## src/rtl/console_pkg.sv

```systemverilog
package console_pkg;
  localparam int ADDR_W = 8;
  localparam int DATA_W = 8;
  localparam int CH_NUM = 2;

  // channel A offsets; channel B sits one stride above
  localparam logic [ADDR_W-1:0] OFF_STAT_A = 8'h0C;
  localparam logic [ADDR_W-1:0] OFF_CMD_A  = 8'h14;
  localparam logic [ADDR_W-1:0] OFF_HOLD_A = 8'h1C;
  localparam logic [ADDR_W-1:0] OFF_INT    = 8'h2C;
  localparam logic [ADDR_W-1:0] CH_STRIDE  = 8'h40;

  // status bits
  localparam int ST_RXAVAIL = 0;
  localparam int ST_TXRDY   = 2;
  localparam int ST_OVF     = 4;

  // interrupt enable bits
  localparam int EN_TXA = 0;
  localparam int EN_RXA = 1;
  localparam int EN_TXB = 4;
  localparam int EN_RXB = 5;

  function automatic logic [ADDR_W-1:0] ch_off(logic [ADDR_W-1:0] base, int ch);
    return base + ADDR_W'(ch) * CH_STRIDE;
  endfunction
endpackage

```

## src/rtl/cons_rx_fifo.sv

```systemverilog
module cons_rx_fifo #(
  parameter int DEPTH = 16,
  parameter int W     = 8
) (
  input  logic         clk,
  input  logic         rst_n,
  input  logic         push,
  input  logic [W-1:0] din,
  input  logic         pop,
  output logic [W-1:0] dout,
  output logic         empty,
  output logic         ovf
);
  localparam int PW = (DEPTH > 1) ? $clog2(DEPTH) : 1;
  localparam int CW = PW + 1;

  logic [W-1:0]  mem [DEPTH];
  logic [PW-1:0] wp, rp;
  logic [CW-1:0] cnt;
  logic          full, do_push, do_pop;

  assign full    = (cnt == CW'(DEPTH));
  assign empty   = (cnt == '0);
  assign do_push = push && !full;
  assign do_pop  = pop && !empty;
  assign dout    = mem[rp];

  function automatic logic [PW-1:0] nxt(logic [PW-1:0] p);
    return (p == PW'(DEPTH - 1)) ? '0 : p + 1'b1;
  endfunction

  always_ff @(posedge clk or negedge rst_n) begin
    if (!rst_n) begin
      wp  <= '0;
      rp  <= '0;
      cnt <= '0;
      ovf <= 1'b0;
    end else begin
      if (do_push) wp <= nxt(wp);
      if (do_pop)  rp <= nxt(rp);
      cnt <= cnt + CW'(do_push) - CW'(do_pop);
      if (push && full) ovf <= 1'b1;
    end
  end

  always_ff @(posedge clk) begin
    if (do_push) mem[wp] <= din;
  end
endmodule

```

## src/rtl/cons_tick_gen.sv

```systemverilog
module cons_tick_gen #(
  parameter int PERIOD = 1024
) (
  input  logic clk,
  input  logic rst_n,
  output logic tick
);
  localparam int CW = (PERIOD > 1) ? $clog2(PERIOD) : 1;

  logic [CW-1:0] cnt;

  assign tick = (cnt == CW'(PERIOD - 1));

  always_ff @(posedge clk or negedge rst_n) begin
    if (!rst_n)    cnt <= '0;
    else if (tick) cnt <= '0;
    else           cnt <= cnt + 1'b1;
  end
endmodule

```

## src/rtl/dual_console_regs.sv

```systemverilog
module dual_console_regs
  import console_pkg::*;
#(
  parameter int FIFO_DEPTH  = 16,
  parameter int TICK_PERIOD = 1024
) (
  input  logic              clk,
  input  logic              rst_n,
  input  logic [ADDR_W-1:0] bus_addr,
  input  logic              bus_wr,
  input  logic              bus_rd,
  input  logic [DATA_W-1:0] bus_wdata,
  output logic [DATA_W-1:0] bus_rdata,
  output logic              bus_rvalid,
  input  logic              rxa_valid,
  output logic              rxa_ready,
  input  logic [DATA_W-1:0] rxa_data,
  input  logic              rxb_valid,
  output logic              rxb_ready,
  input  logic [DATA_W-1:0] rxb_data,
  output logic              txa_valid,
  output logic [DATA_W-1:0] txa_data,
  output logic              txb_valid,
  output logic [DATA_W-1:0] txb_data,
  output logic              irq
);
  logic [CH_NUM-1:0] rx_v, pop, empty, ovf, tx_v;
  logic [DATA_W-1:0] rx_d   [CH_NUM];
  logic [DATA_W-1:0] head   [CH_NUM];
  logic [DATA_W-1:0] stat   [CH_NUM];
  logic [DATA_W-1:0] tx_d   [CH_NUM];
  logic [DATA_W-1:0] mask_q, rd_mux;
  logic              tick, irq_set, irq_clr;

  assign rx_v      = {rxb_valid, rxa_valid};
  assign rx_d[0]   = rxa_data;
  assign rx_d[1]   = rxb_data;
  assign rxa_ready = 1'b1;
  assign rxb_ready = 1'b1;
  assign txa_valid = tx_v[0];
  assign txb_valid = tx_v[1];
  assign txa_data  = tx_d[0];
  assign txb_data  = tx_d[1];

  cons_tick_gen #(.PERIOD(TICK_PERIOD)) u_tick (
    .clk (clk),
    .rst_n (rst_n),
    .tick (tick)
  );

  for (genvar c = 0; c < CH_NUM; c++) begin : g_ch
    assign pop[c] = bus_rd && (bus_addr == ch_off(OFF_HOLD_A, c));

    cons_rx_fifo #(.DEPTH(FIFO_DEPTH), .W(DATA_W)) u_fifo (
      .clk   (clk),
      .rst_n (rst_n),
      .push  (rx_v[c]),
      .din   (rx_d[c]),
      .pop   (pop[c]),
      .dout  (head[c]),
      .empty (empty[c]),
      .ovf   (ovf[c])
    );

    always_comb begin
      stat[c]             = '0;
      stat[c][ST_RXAVAIL] = !empty[c];
      stat[c][ST_TXRDY]   = 1'b1;
      stat[c][ST_OVF]     = ovf[c];
    end

    always_ff @(posedge clk or negedge rst_n) begin
      if (!rst_n) begin
        tx_v[c] <= 1'b0;
        tx_d[c] <= '0;
      end else begin
        tx_v[c] <= bus_wr && (bus_addr == ch_off(OFF_HOLD_A, c));
        if (bus_wr && (bus_addr == ch_off(OFF_HOLD_A, c))) tx_d[c] <= bus_wdata;
      end
    end
  end

  // read mux: command registers and unknown offsets read as zero
  always_comb begin
    rd_mux = '0;
    if (bus_addr == OFF_INT) rd_mux = mask_q;
    for (int c = 0; c < CH_NUM; c++) begin
      if (bus_addr == ch_off(OFF_STAT_A, c)) rd_mux = stat[c];
      if (bus_addr == ch_off(OFF_HOLD_A, c)) rd_mux = empty[c] ? '0 : head[c];
    end
  end

  assign irq_set = (rx_v[0] && mask_q[EN_RXA]) ||
                   (rx_v[1] && mask_q[EN_RXB]) ||
                   (tick && (mask_q[EN_TXA] || mask_q[EN_TXB]));
  assign irq_clr = bus_rd && (bus_addr == OFF_STAT_A);

  always_ff @(posedge clk or negedge rst_n) begin
    if (!rst_n) begin
      mask_q     <= '0;
      irq        <= 1'b0;
      bus_rdata  <= '0;
      bus_rvalid <= 1'b0;
    end else begin
      if (bus_wr && bus_addr == OFF_INT) mask_q <= bus_wdata;
      if (irq_set)      irq <= 1'b1;
      else if (irq_clr) irq <= 1'b0;
      bus_rvalid <= bus_rd;
      if (bus_rd) bus_rdata <= rd_mux;
    end
  end
endmodule

```

## config.mk

```make
export PLATFORM = sky130hd
export DESIGN_NAME = dual_console_regs
export DESIGN_NICKNAME = d
export VERILOG_FILES = /design/src/rtl/console_pkg.sv /design/src/rtl/cons_rx_fifo.sv /design/src/rtl/cons_tick_gen.sv /design/src/rtl/dual_console_regs.sv
export SDC_FILE = /design/constraint.sdc
export NUM_CORES = 1
export LEC_CHECK = 0
export ABC_AREA = 0
export BUFFER_PORTS_ARGS = -buffer_cell sky130_fd_sc_hd__buf_4
export CORE_UTILIZATION = 50
export DETAILED_ROUTE_END_ITERATION = 6
export PLACE_DENSITY_LB_ADDON = 0.05
export SLEW_MARGIN = 20
export SYNTH_ARGS = -nofsm -noshare
export SYNTH_HDL_FRONTEND = slang
export SYNTH_HIERARCHICAL = 1
export SYNTH_SLANG_ARGS = --single-unit
```

## constraint.sdc

```tcl
create_clock -name clk -period 8.55 [get_ports clk]
set_clock_uncertainty 0.15 [all_clocks]
set_input_delay 0.4275 -clock clk [delete_from_list [all_inputs] [get_ports clk]]
set_output_delay 0.4275 -clock clk [all_outputs]
set_load 0.02 [all_outputs]
```

==> out/results.tsv <==
metric	value	unit
Area Growth Syn to Fin	13.51	%
ratio of cells with drive above 1 in the final layout	0.2453	
Async SR Flop Fraction	0.2242	
fmax	313.1	MHz
# fillers	2076	
GR Overflow Total	0	
mean post-synth cell area	17.18	µm²
path type of the worst min-delay path	primary input to flip-flop	
# rows	60	
Most used DFF post-synth	edfxtp_1	
worst-margin pin slew	0.9515	ns
die area	0.02846	mm²
slowest stage cell, crit path	dfrtp_1	
largest net degree at the start of global routing	75	
htree depth	2	
Final ANT Viol Nets	0	
YS warnings	6	
clock latency on the worst-skew pair	0.52	ns
WS Path Type	flip-flop to flip-flop	
Synth Register Bits	330	
port bufs	65	
gr usage total	0.2199	
global-route wire length before repair	45970	µm
placed cells	1219	
vias post-DR	7545	
GP Congestion	0.8334	
CTS resizes	0	
Initial Util	0.5127	
slowest stage delay, CP	0.93	ns
P_leak	5.636	nW
top cell type's share of synthesized area	0.5532	
Inserted Clock Buffers	36	
WHS	0.02473	ns
DRT Pass-1 Iters	7	
Synth cell types	72	
Boundary Pins	68	
TNS Setup	0	ns
status	complete, no violations	
final worst setup slack	5.356	ns
CTS tree	yes	
vias in the first global route	7488	
post-DR vias/cell	5.872	
startpoint type of the worst setup path	flip-flop	
Layout Cells excl Fill	1285	
final core occ	0.5820	
Crit path top cell by count	a221oi_1	
pwr dens	253.0	mW/mm²
Final period util	0.3736	
Starting DRT DRC Count	736	
Die Width	168.7	µm
Slew HR	0.3657	
Max Slew Vio Count	0	
Root Buffer	clkbuf_16	
CP bufs+invs	0	
final-report hold violation count	0	
worst path arrival time	3.41	ns
detailed placement HPWL	20330	µm
initial antenna violation count	0	
CP Cell Sequence	and2_1 > a221oi_1 > a22oi_1 > nand2_1 > or3b_2 > a21oi_1 > a221oi_1 > o22ai_1	
minimum clock period after layout	3.194	ns
RSZ-0062 raised after global routing	false	
Die H	168.7	µm
clk buf depth	3	
Max Cap Viol	0	
core footprint	0.02710	mm²
ranking of synthesized cells by area	edfxtp_1 55%, dfrtp_1 13%, mux4_2 6.5%	
CP endpoint kind	flip-flop	
CP top delay family	simple AND/OR/NAND/NOR gates	
Post-Syn Instances	809	
Mapped Area	0.01390	mm²
CP max FO	20	
dpl ws	5.395	ns
Req. time, crit path	8.77	ns
final WL	30330	µm
WL/cell	23.60	µm
clk sinks	330	
Final nets	950	
cell taking the most area after synthesis	edfxtp_1	
Post-synth EDFFs	256	
CTS clk-pin slew, worst paths	0.06	ns
Seq/Total Area, Yosys	0.6865	
worst vdd ir	0.1656	mV
Residual DRC	0	
commonest non-fill, non-tap cell in the layout	edfxtp_1	
antenna diode count	0	
commonest cells after routing, fill and taps aside	256 x edfxtp_1, 77 x buf_4, 72 x dfrtp_1, 56 x mux2i_1, 40 x mux4_2	
# setup viols final	0	
-- synth_stat cells, drive strengths merged, types with 2 or more instances --
cell,instances
edfxtp,256
dfrtp,74
mux2i,56
inv,40
mux4,40
buf,27
mux2,26
o21ai,26
ha,23
nor2,23
nand2,21
and2,20
a22oi,18
a221oi,17
nand3,16
clkbuf,13
a21oi,9
nor4,9
xnor2,9
a32oi,8
xor2,8
nand2b,6
o22ai,6
a21o,5
a222oi,5
nor2b,5
nor3,5
nor3b,5
a211oi,3
nand4,3
o31ai,3
a31oi,2
a32o,2
and3,2
fa,2
o311ai,2
or3b,2
-- final cells by class --
class,count,area (µm²),share of cell area
sequential,330,9542,0.6050
multi-input combinational,400,3924,0.2488
clock buffer,49,992.2,0.06291
timing repair buffer,79,598.1,0.03792
tap,372,465.4,0.02951
inverter,40,152.6,0.009678
clock inverter,15,98.84,0.006267
-- power by group --
group          internal [mW]  switching, mW
Combinational          0.228          0.336
Sequential              1.90         0.0868
Clock                  0.842          0.594
-- timing repair --
item	in CTS	in global routing
hold buffers	2	0
endpoints found under the hold margin	75	0
setup buffers	0	0
-- cells by family after synthesis --
family | Yosys count | share of synthesized area
multiplexers | 122 | 0.1268
AO/OA/AOI/OAI | 111 | 0.06348
AND/OR/NAND/NOR | 123 | 0.05727
flip-flops | 330 | 0.6865
buffers and inverters | 80 | 0.03142
adder cells (fa/ha/maj) | 25 | 0.02359
XOR/XNOR | 17 | 0.01072
other | 1 | 0.0002699
-- metal layers --
| metal | wire length (µm) | up-vias | part of all wire | track usage |
|---|---|---|---|---|
| li1 | - | 3328 | - | - |
| met1 | 14100 | 3906 | 0.46 | 0.3294 |
| met2 | 13520 | 268 | 0.45 | 0.3239 |
| met3 | 2111 | 43 | 0.070 | 0.05004 |
| met4 | 599 | 0 | 0.020 | 0.06087 |
| met5 | 0 | - | 0 | 0 |
-- state kept, by name, indices dropped and copies added (netlist names) --
register	flops
g_ch.u_fifo/rp	8
g_ch.u_fifo/mem	256
u_tick/cnt	10
txa_valid	1
txb_valid	1
bus_rvalid	1
txa_data	8
mask_q	8
irq	1
g_ch.u_fifo/wp	8
g_ch.u_fifo/cnt	10
txb_data	8
g_ch.u_fifo/ovf	2
bus_rdata	8
-- metrics by stage --
stage	power, mW	instance area, µm²
floorplan	2.383	13900
global placement	2.548	14660
detailed placement	2.583	14660
CTS	4.027	15770
global route	4.162	15770
finish	3.990	15770
-- final timing paths --
path | to | startpoint | slack, ns | cells past startpoint
max in group asynchronous | g_ch[0].u_fifo/rp[0]$_DFFE_PN0P_ | rst_n | 7.14 | 2
hold / removal | txb_data[4]$_DFFE_PN0P_ | bus_wdata[4] | 0.02 | 2
min in group asynchronous | g_ch[0].u_fifo/cnt[4]$_DFF_PN0_ | rst_n | 0.46 | 2
setup / recovery | bus_rdata[2]$_DFFE_PN0P_ | g_ch[0].u_fifo/rp[1]$_DFFE_PN0P_ | 5.36 | 8
setup reg to reg | bus_rdata[2]$_DFFE_PN0P_ | g_ch[0].u_fifo/rp[1]$_DFFE_PN0P_ | 5.36 | 8
hold reg to reg | g_ch[1].u_fifo/ovf$_DFFE_PN0P_ | g_ch[1].u_fifo/ovf$_DFFE_PN0P_ | 0.31 | 1
(Power assumes the default switching activity.)
